### config.mk
export PLATFORM = sky130hd
export DESIGN_NAME = hdlc_dual_rx
export DESIGN_NICKNAME = d
export VERILOG_FILES = /design/src/rtl/hdlc_dual_rx.sv
export SDC_FILE = /design/constraint.sdc
export NUM_CORES = 1
export LEC_CHECK = 0
export ABC_AREA = 1
export BUFFER_PORTS_ARGS = -buffer_cell sky130_fd_sc_hd__buf_2
export CORE_MARGIN = 3
export CORE_UTILIZATION = 42
export CTS_BUF_LIST = sky130_fd_sc_hd__clkbuf_4 sky130_fd_sc_hd__clkbuf_8
export DETAILED_ROUTE_END_ITERATION = 8
export PLACE_DENSITY = 0.7
export SYNTH_ARGS = -nofsm -noshare
export SYNTH_HDL_FRONTEND = slang
export SYNTH_SLANG_ARGS = --single-unit
### constraint.sdc
create_clock -name clk -period 2.4 [get_ports clk]
set_input_delay 0.24 -clock clk [delete_from_list [all_inputs] [get_ports clk]]
set_output_delay 0.24 -clock clk [all_outputs]
set_load 0.01 [all_outputs]
### src/rtl/hdlc_dual_rx.sv
module hdlc_dual_rx #(
  parameter int DEPTH = 16
) (
  input  logic       clk,
  input  logic       rst_n,
  input  logic       raw_mode,
  input  logic [7:0] station_addr,
  input  logic       bit_en,
  input  logic       bit_in,
  input  logic       rd_en,
  output logic [7:0] rd_data,
  output logic       rd_empty,
  output logic       stat_valid,
  output logic       stat_crc_ok,
  output logic       stat_abort,
  output logic       stat_overrun
);
  localparam int AW = $clog2(DEPTH);
  localparam logic [AW:0] PONE = 1;
  localparam logic [AW:0] FULL_LVL = (AW+1)'(DEPTH);
  localparam logic [15:0] RESIDUE = 16'hF0B8;

  function automatic logic [15:0] crc_step(input logic [15:0] c, input logic [7:0] d);
    logic [15:0] r;
    r = c;
    for (int i = 0; i < 8; i++)
      r = (r >> 1) ^ ((r[0] ^ d[i]) ? 16'h8408 : 16'h0000);
    return r;
  endfunction

  logic [7:0]  mem [DEPTH];
  logic [AW:0] wr_ptr, cm_ptr, rd_ptr;
  logic [2:0]  ones, bitcnt, bcnt;
  logic [7:0]  sh, h0, h1;
  logic [15:0] crc;
  logic        in_frame, addr_ok, ovr, raw_q;

  wire mode_chg  = raw_mode != raw_q;
  wire is_flag   = !raw_mode && bit_en && !bit_in && ones == 3'd6;
  wire is_abort  = !raw_mode && bit_en && bit_in && ones == 3'd6;
  wire take      = bit_en && (raw_mode || (bit_in ? ones < 3'd6 : ones < 3'd5));
  wire [7:0] nsh = {bit_in, sh[7:1]};
  wire byte_done = take && (raw_mode || in_frame) && bitcnt == 3'd7;
  wire full      = (wr_ptr - rd_ptr) == FULL_LVL;
  wire push      = byte_done && (raw_mode || (addr_ok && bcnt >= 3'd2));
  wire push_ok   = push && !full && !mode_chg;
  wire [7:0] push_data = raw_mode ? nsh : h1;

  assign rd_empty = cm_ptr == rd_ptr;
  assign rd_data  = mem[rd_ptr[AW-1:0]];

  always_ff @(posedge clk)
    if (push_ok) mem[wr_ptr[AW-1:0]] <= push_data;

  always_ff @(posedge clk) begin
    if (!rst_n) begin
      wr_ptr <= '0; cm_ptr <= '0; rd_ptr <= '0;
      ones <= '0; bitcnt <= '0; bcnt <= '0;
      sh <= '0; h0 <= '0; h1 <= '0; crc <= 16'hFFFF;
      in_frame <= 1'b0; addr_ok <= 1'b0; ovr <= 1'b0; raw_q <= 1'b0;
      stat_valid <= 1'b0; stat_crc_ok <= 1'b0; stat_abort <= 1'b0; stat_overrun <= 1'b0;
    end else begin
      stat_valid <= 1'b0; stat_crc_ok <= 1'b0; stat_abort <= 1'b0; stat_overrun <= 1'b0;
      raw_q <= raw_mode;
      if (rd_en && !rd_empty) rd_ptr <= rd_ptr + PONE;
      if (mode_chg) begin
        ones <= '0; bitcnt <= '0; in_frame <= 1'b0; wr_ptr <= cm_ptr;
      end else begin
        if (bit_en) ones <= bit_in ? (ones == 3'd7 ? 3'd7 : ones + 3'd1) : 3'd0;
        if (take && (raw_mode || in_frame)) begin
          sh <= nsh;
          bitcnt <= bitcnt + 3'd1;
        end
        if (push_ok) begin
          wr_ptr <= wr_ptr + PONE;
          if (raw_mode) cm_ptr <= wr_ptr + PONE;
        end
        if (byte_done && !raw_mode) begin
          crc  <= crc_step(crc, nsh);
          h0   <= nsh;
          h1   <= h0;
          bcnt <= (bcnt == 3'd4) ? 3'd4 : bcnt + 3'd1;
          if (bcnt == 3'd0) addr_ok <= (nsh == station_addr) || (nsh == 8'hFF);
          if (push && full) ovr <= 1'b1;
        end
        if (is_flag) begin
          if (in_frame && addr_ok && bcnt == 3'd4) begin
            stat_valid   <= 1'b1;
            stat_crc_ok  <= (crc == RESIDUE) && (bitcnt == 3'd7);
            stat_overrun <= ovr;
            cm_ptr       <= wr_ptr;
          end else if (in_frame) begin
            wr_ptr <= cm_ptr;
          end
          in_frame <= 1'b1; bitcnt <= '0; bcnt <= '0;
          crc <= 16'hFFFF; ovr <= 1'b0; addr_ok <= 1'b0;
        end
        if (is_abort && in_frame) begin
          if (addr_ok) begin
            stat_valid <= 1'b1;
            stat_abort <= 1'b1;
          end
          wr_ptr   <= cm_ptr;
          in_frame <= 1'b0;
        end
      end
    end
  end
endmodule

### Word-level counts from Yosys, hierarchy flattened

Memory sizes are Yosys's and may differ from the RTL's. A register that Yosys moved wholly into a read port is not among the register bits.
Index checks and enable logic that the tools add are counted.

* bits in registers: 72
* RAM bits: 128
* input port bits: 14
* output and inout bits: 13
* word-level logic and storage cells: 143
* memories: 1

* $add $sub $neg: 6
* magnitude comparators: 3
* equal/unequal tests: 10
* multiplexer cells: 42
* bitwise operators: 21
* reduce and logical (&&, ||, !) cells: 42

Memory list
* mem: depth 16, bits a word 8, read ports 1, clocked after memory_dff 1, write ports 1, RTL line 31 `logic [7:0] mem [DEPTH];`

Operator list (number)
* $mux 16: 10
* $xor 15x16->16: 8
* $mux 5: 10
* $logic_and 1x1->1: 19
* $eq 16x16->1 const B: 1
* $mux 3: 5
* $mux 1: 14
* $eq 3x3->1 const B: 4
* $add 5x1->5 const B: 2
* $add 3x1->3 const B: 3
* $reduce_or 3->1: 3
* $eq 8x8->1: 1
* $eq 8x8->1 const B: 1
* $mux 4: 2
* $mux 8: 1
* $xor 1x1->1: 8
* $lt 3x3->1 const B: 2
* $reduce_and 2->1: 3
* $reduce_and 3->1: 2
* $reduce_bool 2->1: 3
* $eq 5x5->1: 1
* $eq 5x5->1 const B: 1
* $logic_not 1->1: 5
* $not 1->1: 5
* 7 further kinds: 10

### Depth between registers and ports, before layout

Gate-level depths: netlist of run 1.

* depth after elaboration: 26
* gate-level depth with buffers: 16
* mapped depth without buffers: 16

### Worst setup path before layout of run 1

Ideal clock, no wire load.

* kind: register to register
* start point: register rd_ptr[2]
* end point: memory mem[7][0], enable pin
* library setup time: 0.383 ns
* arrival time: 2.008 ns
* required time: 2.017 ns
* path slack: 0.008 ns
* stages on the path, launching flop included: 11
* path buffers: 1
* period minus slack after synthesis: 2.392 ns
* cell sequence: dfxtp_1 > inv_1 > ha_1 > a21oi_1 > nand3_1 > nand2_1 > nor2_2 > nand2_2 > nand2_2 > buf_6 > nor3_1

* word-level cells in the longest chain between the ends: 7

RTL lines
* start: declaration: RTL line 32 `logic [AW:0] wr_ptr, cm_ptr, rd_ptr;`
* start signal: assignment: RTL line 65 `if (rd_en && !rd_empty) rd_ptr <= rd_ptr + PONE;`
* $sub 5x5->5: RTL line 44 `wire full = (wr_ptr - rd_ptr) == FULL_LVL;`
* $eq 5x5->1: RTL line 44
* $logic_not 1->1: RTL line 46 `wire push_ok = push && !full && !mode_chg;`
* $logic_and 1x1->1 (2 in a row): RTL line 46
* $mux 1: RTL line 53 `if (push_ok) mem[wr_ptr[AW-1:0]] <= push_data;`
* $mux 1 (not written as such): RTL line 53
* end: declaration: RTL line 31

No other way between the ends.

==> results of run 1 <==
-- state kept, by name, summed over array words and instances (netlist names), named ones only --
name / cells
addr_ok: 1
rd_ptr: 5
in_frame: 1
h0: 8
stat_overrun: 1
mem: 128
stat_crc_ok: 1
raw_q: 1
ones: 3
sh: 7
stat_abort: 1
cm_ptr: 5
ovr: 1
wr_ptr: 5
crc: 16
stat_valid: 1
bcnt: 3
bitcnt: 3
h1: 8
-- timing repair --
action	in CTS	in global routing
setup endpoints to repair	2	130
pin swaps	0	1
resized for setup	0	9
buffers inserted	3	0
-- metrics by stage --
stage	hold slack [ps]	util [%]	instances	cell area [µm²]	worst slack, ps
floorplan	416	-	899	9200	8.46
global route	83.2	49.8	1268	10600	-16.3
finish	56.9	49.8	1268	10600	72.4
global placement	431	46.1	1201	9810	148
detailed placement	433	46.1	1201	9810	47.9
CTS	19.3	49.7	1268	10600	36.1
-- per-layer routing --
| metal | GRT usage, % | vias to the layer above | part of all wire [%] |
|---|---|---|---|
| met1 | 23.8 | 3157 | 44 |
| met3 | 3.74 | 46 | 6.3 |
| met2 | 29.0 | 218 | 47 |
| li1 | - | 3272 | - |
| met5 | 0 | - | 0 |
| met4 | 6.77 | 0 | 2.6 |
-- cell usage after synthesis (all sizes together) --
library cell  count
o211ai           45
nor4              4
o31ai             1
inv             112
o21ai           110
ha               16
mux2i            32
o21bai            1
xnor2            16
nor3             11
dfxtp            75
a211oi            2
xor2             17
a21oi            85
or2               1
buf              18
nand4             7
nor2             53
edfxtp          128
nand2            98
clkbuf           23
clkinv            1
nand3            42
nor3b             1
-- cell families (layout without fill, tap and decap cells) --
kind of cell	count (synthesis)	after routing	share of synthesized area, %
compound gates	244	244	14.7
simple gates	217	217	11.3
flops	203	203	58.1
buf+inv	154	248	7.04
xor+xnor	33	33	3.22
mux	32	32	3.48
fa+ha+maj	16	16	2.18
-- power groups by stage --
stage	registers [mW]	logic, mW	clock network (mW)
6_report	3.75	0.734	3.29
5_1_grt	3.75	0.818	3.51
4_1_cts	3.75	0.716	3.36
3_5_place_dp	3.84	0.687	0
3_3_place_gp	3.84	0.681	0
2_1_floorplan	3.81	0.502	0
-- cell type report --
class	count	area, µm²	area share, %
inverters	113	429	4.05
multi-input cells	542	3240	30.6
repair buffers	71	493	4.65
well taps	275	344	3.24
clock buffers	53	648	6.11
clock inverters	11	97.6	0.920
flip-flops and latches	203	5350	50.4
-- worst reg2reg max path, stage by stage, from the launching register on --
cell	delay, ps
dfxtp_2	360
inv_1	70
ha_1	320
a21oi_1	200
nand2_1	80
nand2_1	60
nand2_1	90
nand2_4	120
nand2_2	80
inv_2	100
nand2_2	150
nor2_1	150
buf_4	190
-- path summary, 6_finish.rpt --
path | depth (start not counted) | slack, ps | to | start
setup reg to reg | 12 | 150 | mem[9][5] | rd_ptr[3]
hold reg to reg | 2 | 450 | bitcnt[2] | bitcnt[2]
hold / removal | 3 | 60 | raw_q | raw_mode
setup / recovery | 7 | 70 | rd_data[1] | register
==> impl_metrics.xml, run 1 <==
<?xml version="1.0" encoding="UTF-8"?>
<metrics>
  <group name="power_and_ir_drop">
    <metric name="power.ir.vdd_worst" unit="mV">0.374</metric>
    <metric name="power.density" unit="nW/µm²">733</metric>
    <metric name="swShare" unit="%">24.9</metric>
    <metric name="power.static_leakage" unit="nW">4.06</metric>
    <metric name="share_comb_of_total_power" unit="%">9.4</metric>
    <metric name="fraction_of_power_consumed_by_the_clock_network" unit="%">42.3</metric>
    <metric name="internal_power" unit="mW">5.84</metric>
    <metric name="tot_pwr" unit="mW">7.78</metric>
    <metric name="sequentialPowerShare" unit="%">48.3</metric>
    <metric name="switching_power" unit="mW">1.94</metric>
  </group>
  <group name="finish">
    <metric name="final_common_cell" unit="">edfxtp_1</metric>
    <metric name="layout_filler_cell_count" unit="">1935</metric>
    <metric name="layout-drive-gt1-share" unit="%">17.5</metric>
    <metric name="syn_to_final_growth" unit="%">15.3</metric>
    <metric name="antenna-diode-count" unit="">0</metric>
    <metric name="design.final.nets" unit="">996</metric>
    <metric name="commonest_cells_after_routing_fill_and_taps_aside" unit="">edfxtp_1, inv_1, nand2_1</metric>
  </group>
  <group name="timing">
    <metric name="timing.setup.tns" unit="ps">0</metric>
    <metric name="post-route-min-period" unit="ps">2330</metric>
    <metric name="layout_worst_path_cycle_share" unit="%">97.0</metric>
    <metric name="slew_violations" unit="">0</metric>
    <metric name="finalHoldViolCount" unit="">0</metric>
    <metric name="setup_viol_count_final" unit="">0</metric>
    <metric name="max_freq" unit="GHz">0.430</metric>
    <metric name="tightestPinTransition" unit="ps">611</metric>
    <metric name="finalClockSkew" unit="ps">25.7</metric>
    <metric name="slew_headroom" unit="%">59.2</metric>
  </group>
  <group name="grt">
    <metric name="track_usage" unit="%">17.9</metric>
    <metric name="total_grt_overflow" unit="">0</metric>
    <metric name="grt_pass1_vias" unit="">6534</metric>
    <metric name="grt_antenna_before_repair" unit="">0</metric>
    <metric name="grt_first_pass_wirelength" unit="mm">34.0</metric>
    <metric name="grt_max_degree" unit="">43</metric>
  </group>
  <group name="clocking">
    <metric name="numCtsBuffers" unit="">35</metric>
    <metric name="clk_path_buf_depth" unit="">3</metric>
    <metric name="cts_tree" unit="">yes</metric>
    <metric name="cts-root-buf" unit="">clkbuf_8</metric>
    <metric name="ctsHtreeMaxLevel" unit="">2</metric>
    <metric name="tritoncts_num_sinks" unit="">203</metric>
    <metric name="insertion_delay" unit="ps">540</metric>
    <metric name="holdBufCountCts" unit="">0</metric>
    <metric name="cts.clk_slew.worst_paths" unit="ps">60</metric>
  </group>
  <group name="drt">
    <metric name="remaining_drcs" unit="">0</metric>
    <metric name="detail_route.first_pass.iterations" unit="">5</metric>
    <metric name="route.detailed.vias_per_inst" unit="">5.28</metric>
    <metric name="vias" unit="">6693</metric>
    <metric name="drtIter0Drc" unit="">483</metric>
    <metric name="wirelength" unit="mm">21.3</metric>
    <metric name="routedWlPerCell" unit="µm">16.8</metric>
    <metric name="postRouteAntennaNets" unit="">0</metric>
  </group>
  <group name="logic_synthesis">
    <metric name="mappedNetlistArea" unit="µm²">9200</metric>
    <metric name="yosys-top-cells-area" unit="">edfxtp_1, dfxtp_1, a21oi_1</metric>
    <metric name="synth.ff_latch_count" unit="">203</metric>
    <metric name="synthesis.nets" unit="">929</metric>
    <metric name="syn_avg_cell_area" unit="µm²">10.2</metric>
    <metric name="yosysSeqAreaShare" unit="%">58.1</metric>
    <metric name="post_synth_top_area_cell" unit="">edfxtp_1</metric>
    <metric name="syn_inst" unit="">899</metric>
    <metric name="yosysWarnings" unit="">0</metric>
    <metric name="synth.distinct_cells" unit="">40</metric>
    <metric name="yosys.area.top_type_share" unit="%">41.8</metric>
  </group>
  <group name="worst_hold_path">
    <metric name="worst_hold_path_type" unit="">input pin to register</metric>
  </group>
  <group name="placement">
    <metric name="port-buffer-count" unit="">26</metric>
    <metric name="gp_routability_congestion" unit="">0.835</metric>
    <metric name="place_hpwl" unit="mm">14.0</metric>
  </group>
  <group name="floorplan">
    <metric name="coreArea" unit="µm²">21300</metric>
    <metric name="die-width" unit="µm">154</metric>
    <metric name="fp-row-count" unit="">53</metric>
    <metric name="ioPinCount" unit="">27</metric>
    <metric name="die_area" unit="µm²">23700</metric>
    <metric name="die_h" unit="µm">154</metric>
    <metric name="floorplan.initialDensity" unit="%">43.2</metric>
  </group>
  <group name="critical_path">
    <metric name="cp-end-kind" unit="">output port</metric>
    <metric name="cp_top_family" unit="">compound AO/OA/AOI/OAI gates</metric>
    <metric name="critPathMaxStageDelay" unit="ps">350</metric>
    <metric name="arrival" unit="ps">2090</metric>
    <metric name="critical_path.slowest_cell" unit="">dfxtp_1</metric>
    <metric name="worstPathCellList" unit="">buf_4, a21oi_1, o21ai_0, o21ai_1, o211ai_1, nand2_1, buf_2</metric>
    <metric name="crit_required" unit="ps">2160</metric>
    <metric name="setup.worst_path.start_class" unit="">register</metric>
    <metric name="crit_path_max_fanout" unit="">32</metric>
    <metric name="setup.worst_path.class" unit="">register to output port</metric>
    <metric name="worstPathBufferInverterCount" unit="">2</metric>
  </group>
  <group name="outcome">
    <metric name="status" unit="">finished clean</metric>
  </group>
  <group name="job">
    <metric name="max-cap-violations" unit="">0</metric>
  </group>
</metrics>
Power figures use the tool's default switching activity.
==> run 2: changes to the inputs <==
- CORE_UTILIZATION: 42 -> 45
- PLACE_DENSITY: 0.7 -> 0.73
==> run 2 against run 1 <==
  * Cell count fell by 0.79%
  * Non-clock buffer count rose by 4
  * Clock power fell by 10%
==> impl_metrics.xml, run 2 (synthesis gave the netlist of run 1 again) <==
<?xml version="1.0" encoding="UTF-8"?>
<metrics>
  <group name="finish">
    <metric name="antenna-diode-count" unit="">0</metric>
    <metric name="largest_reg_flops" unit="">128</metric>
    <metric name="final_cell_count_no_fill" unit="">1258</metric>
    <metric name="final_common_cell" unit="">edfxtp_1</metric>
    <metric name="layout_filler_cell_count" unit="">1714</metric>
    <metric name="fin_area" unit="µm²">10500</metric>
    <metric name="syn_to_final_growth" unit="%">14.5</metric>
    <metric name="commonest_cells_after_routing_fill_and_taps_aside" unit="">edfxtp_1, inv_1, nand2_1</metric>
    <metric name="sequential_cell_area" unit="µm²">5350</metric>
    <metric name="layout-drive-gt1-share" unit="%">17.6</metric>
    <metric name="multi_input_comb_area" unit="µm²">3250</metric>
    <metric name="design.final.nets" unit="">1000</metric>
  </group>
  <group name="critical_path">
    <metric name="crit_path_max_fanout" unit="">10</metric>
    <metric name="cp-end-kind" unit="">output port</metric>
    <metric name="crit_required" unit="ps">2160</metric>
    <metric name="setup.worst_path.start_class" unit="">register</metric>
    <metric name="setup.worst_path.class" unit="">register to output port</metric>
    <metric name="arrival" unit="ps">2040</metric>
  </group>
  <group name="timing">
    <metric name="tightestPinTransition" unit="ps">598</metric>
    <metric name="slew_violations" unit="">0</metric>
    <metric name="setup_viol_count_final" unit="">0</metric>
    <metric name="post-route-min-period" unit="ps">2280</metric>
    <metric name="layout_worst_path_cycle_share" unit="%">95.0</metric>
    <metric name="finalClockSkew" unit="ps">20.3</metric>
    <metric name="timing.setup.tns" unit="ps">0</metric>
    <metric name="finalHoldViolCount" unit="">0</metric>
    <metric name="slew_headroom" unit="%">60.1</metric>
    <metric name="timing.final.ws_setup" unit="ps">119</metric>
    <metric name="max_freq" unit="GHz">0.438</metric>
  </group>
  <group name="grt">
    <metric name="grt_max_degree" unit="">46</metric>
    <metric name="track_usage" unit="%">19.2</metric>
    <metric name="total_grt_overflow" unit="">0</metric>
    <metric name="grt_first_pass_wirelength" unit="mm">33.6</metric>
    <metric name="grt_pass1_vias" unit="">6410</metric>
    <metric name="grt_antenna_before_repair" unit="">0</metric>
  </group>
  <group name="job">
    <metric name="max-cap-violations" unit="">0</metric>
  </group>
  <group name="placement">
    <metric name="gp_routability_congestion" unit="">0.870</metric>
    <metric name="place_worst_setup_slack" unit="ps">82.8</metric>
    <metric name="place_hpwl" unit="mm">14.1</metric>
    <metric name="placement.cell_area" unit="µm²">9800</metric>
    <metric name="port-buffer-count" unit="">26</metric>
    <metric name="placed_cells" unit="">1191</metric>
  </group>
  <group name="drt">
    <metric name="postRouteAntennaNets" unit="">0</metric>
    <metric name="routedWlPerCell" unit="µm">16.8</metric>
    <metric name="wirelength" unit="mm">21.1</metric>
    <metric name="route.detailed.vias_per_inst" unit="">5.29</metric>
    <metric name="remaining_drcs" unit="">0</metric>
    <metric name="detail_route.first_pass.iterations" unit="">5</metric>
    <metric name="vias" unit="">6652</metric>
    <metric name="drtIter0Drc" unit="">606</metric>
  </group>
  <group name="clocking">
    <metric name="insertion_delay" unit="ps">520</metric>
    <metric name="numCtsBuffers" unit="">35</metric>
    <metric name="ctsHtreeMaxLevel" unit="">2</metric>
    <metric name="cts_tree" unit="">yes</metric>
    <metric name="tritoncts_num_sinks" unit="">203</metric>
    <metric name="clk_path_buf_depth" unit="">3</metric>
    <metric name="cts.clk_slew.worst_paths" unit="ps">60</metric>
    <metric name="cts-root-buf" unit="">clkbuf_8</metric>
    <metric name="holdBufCountCts" unit="">0</metric>
  </group>
  <group name="floorplan">
    <metric name="die-width" unit="µm">149</metric>
    <metric name="fp-row-count" unit="">51</metric>
    <metric name="coreArea" unit="µm²">19800</metric>
    <metric name="floorplan.initialDensity" unit="%">46.5</metric>
    <metric name="die_h" unit="µm">149</metric>
    <metric name="die_area" unit="µm²">22200</metric>
    <metric name="ioPinCount" unit="">27</metric>
  </group>
  <group name="worst_hold_path">
    <metric name="worst_hold_path_type" unit="">input pin to register</metric>
  </group>
  <group name="power_and_ir_drop">
    <metric name="power.density" unit="nW/µm²">708</metric>
    <metric name="power.ir.vdd_worst" unit="mV">0.510</metric>
    <metric name="power.static_leakage" unit="nW">4.06</metric>
  </group>
  <group name="outcome">
    <metric name="status" unit="">finished clean</metric>
  </group>
</metrics>
[run 2: final cells by class]
cell class                      count  share of cell area (%)
Clock buffer                       50                    5.64
Clock inverter                     10                   0.558
Inverter                          113                    4.11
Multi-Input combinational cell    542                    30.9
Sequential cell                   203                    50.8
Tap cell                          265                    3.15
Timing Repair Buffer               75                    4.88
[run 2: stage by stage]
| step | total power [mW] | util (%) | hold slack, ps |
|---|---|---|---|
| 2_1_floorplan | 4.31 | - | 416 |
| 3_3_place_gp | 4.52 | 49.5 | 430 |
| 3_5_place_dp | 4.53 | 49.5 | 430 |
| 4_1_cts | 7.49 | 52.9 | 34.0 |
| 5_1_grt | 7.76 | 53.3 | 75.3 |
| 6_report | 7.46 | 53.3 | 64.8 |
[run 2: routing by layer]
metal / up-vias / part of all wire [%] / GRT usage [%]
met5: - / 0 / 0
met4: 0 / 2.5 / 6.73
met3: 43 / 5.8 / 3.56
met2: 213 / 48 / 31.3
met1: 3129 / 44 / 25.9
li1: 3267 / - / -
[run 2: repair_timing]
| action | in CTS | in global routing |
|---|---|---|
| pin swaps | 0 | 1 |
| endpoints found under the setup margin | 8 | 110 |
| gates resized for setup | 0 | 9 |
| setup buffers | 1 | 6 |
| cloned | 0 | 0 |
| endpoints found under the hold margin | 0 | 0 |
[run 2: where the power goes]
group / total, mW / internal, mW / switching [mW]
registers: 3.76 / 3.72 / 0.0351
clock network: 2.95 / 1.61 / 1.35
logic: 0.748 / 0.269 / 0.479
[run 2: worst paths after layout]
| kind | start | end | slack, ps | cells past startpoint |
|---|---|---|---|---|
| setup / recovery | register | rd_data[1] | 120 | 6 |
| hold / removal | bit_en | ones[2] | 60 | 2 |
| setup reg to reg | rd_ptr[3] | mem[6][0] | 130 | 14 |
| hold reg to reg | ovr | stat_overrun | 440 | 2 |
[run 2: critical path, stage by stage (launching register included)]
cell	delay (ps)
dfxtp_4	430
buf_4	230
mux2i_1	250
o21ai_0	140
o211ai_1	220
nand2_1	100
buf_2	150
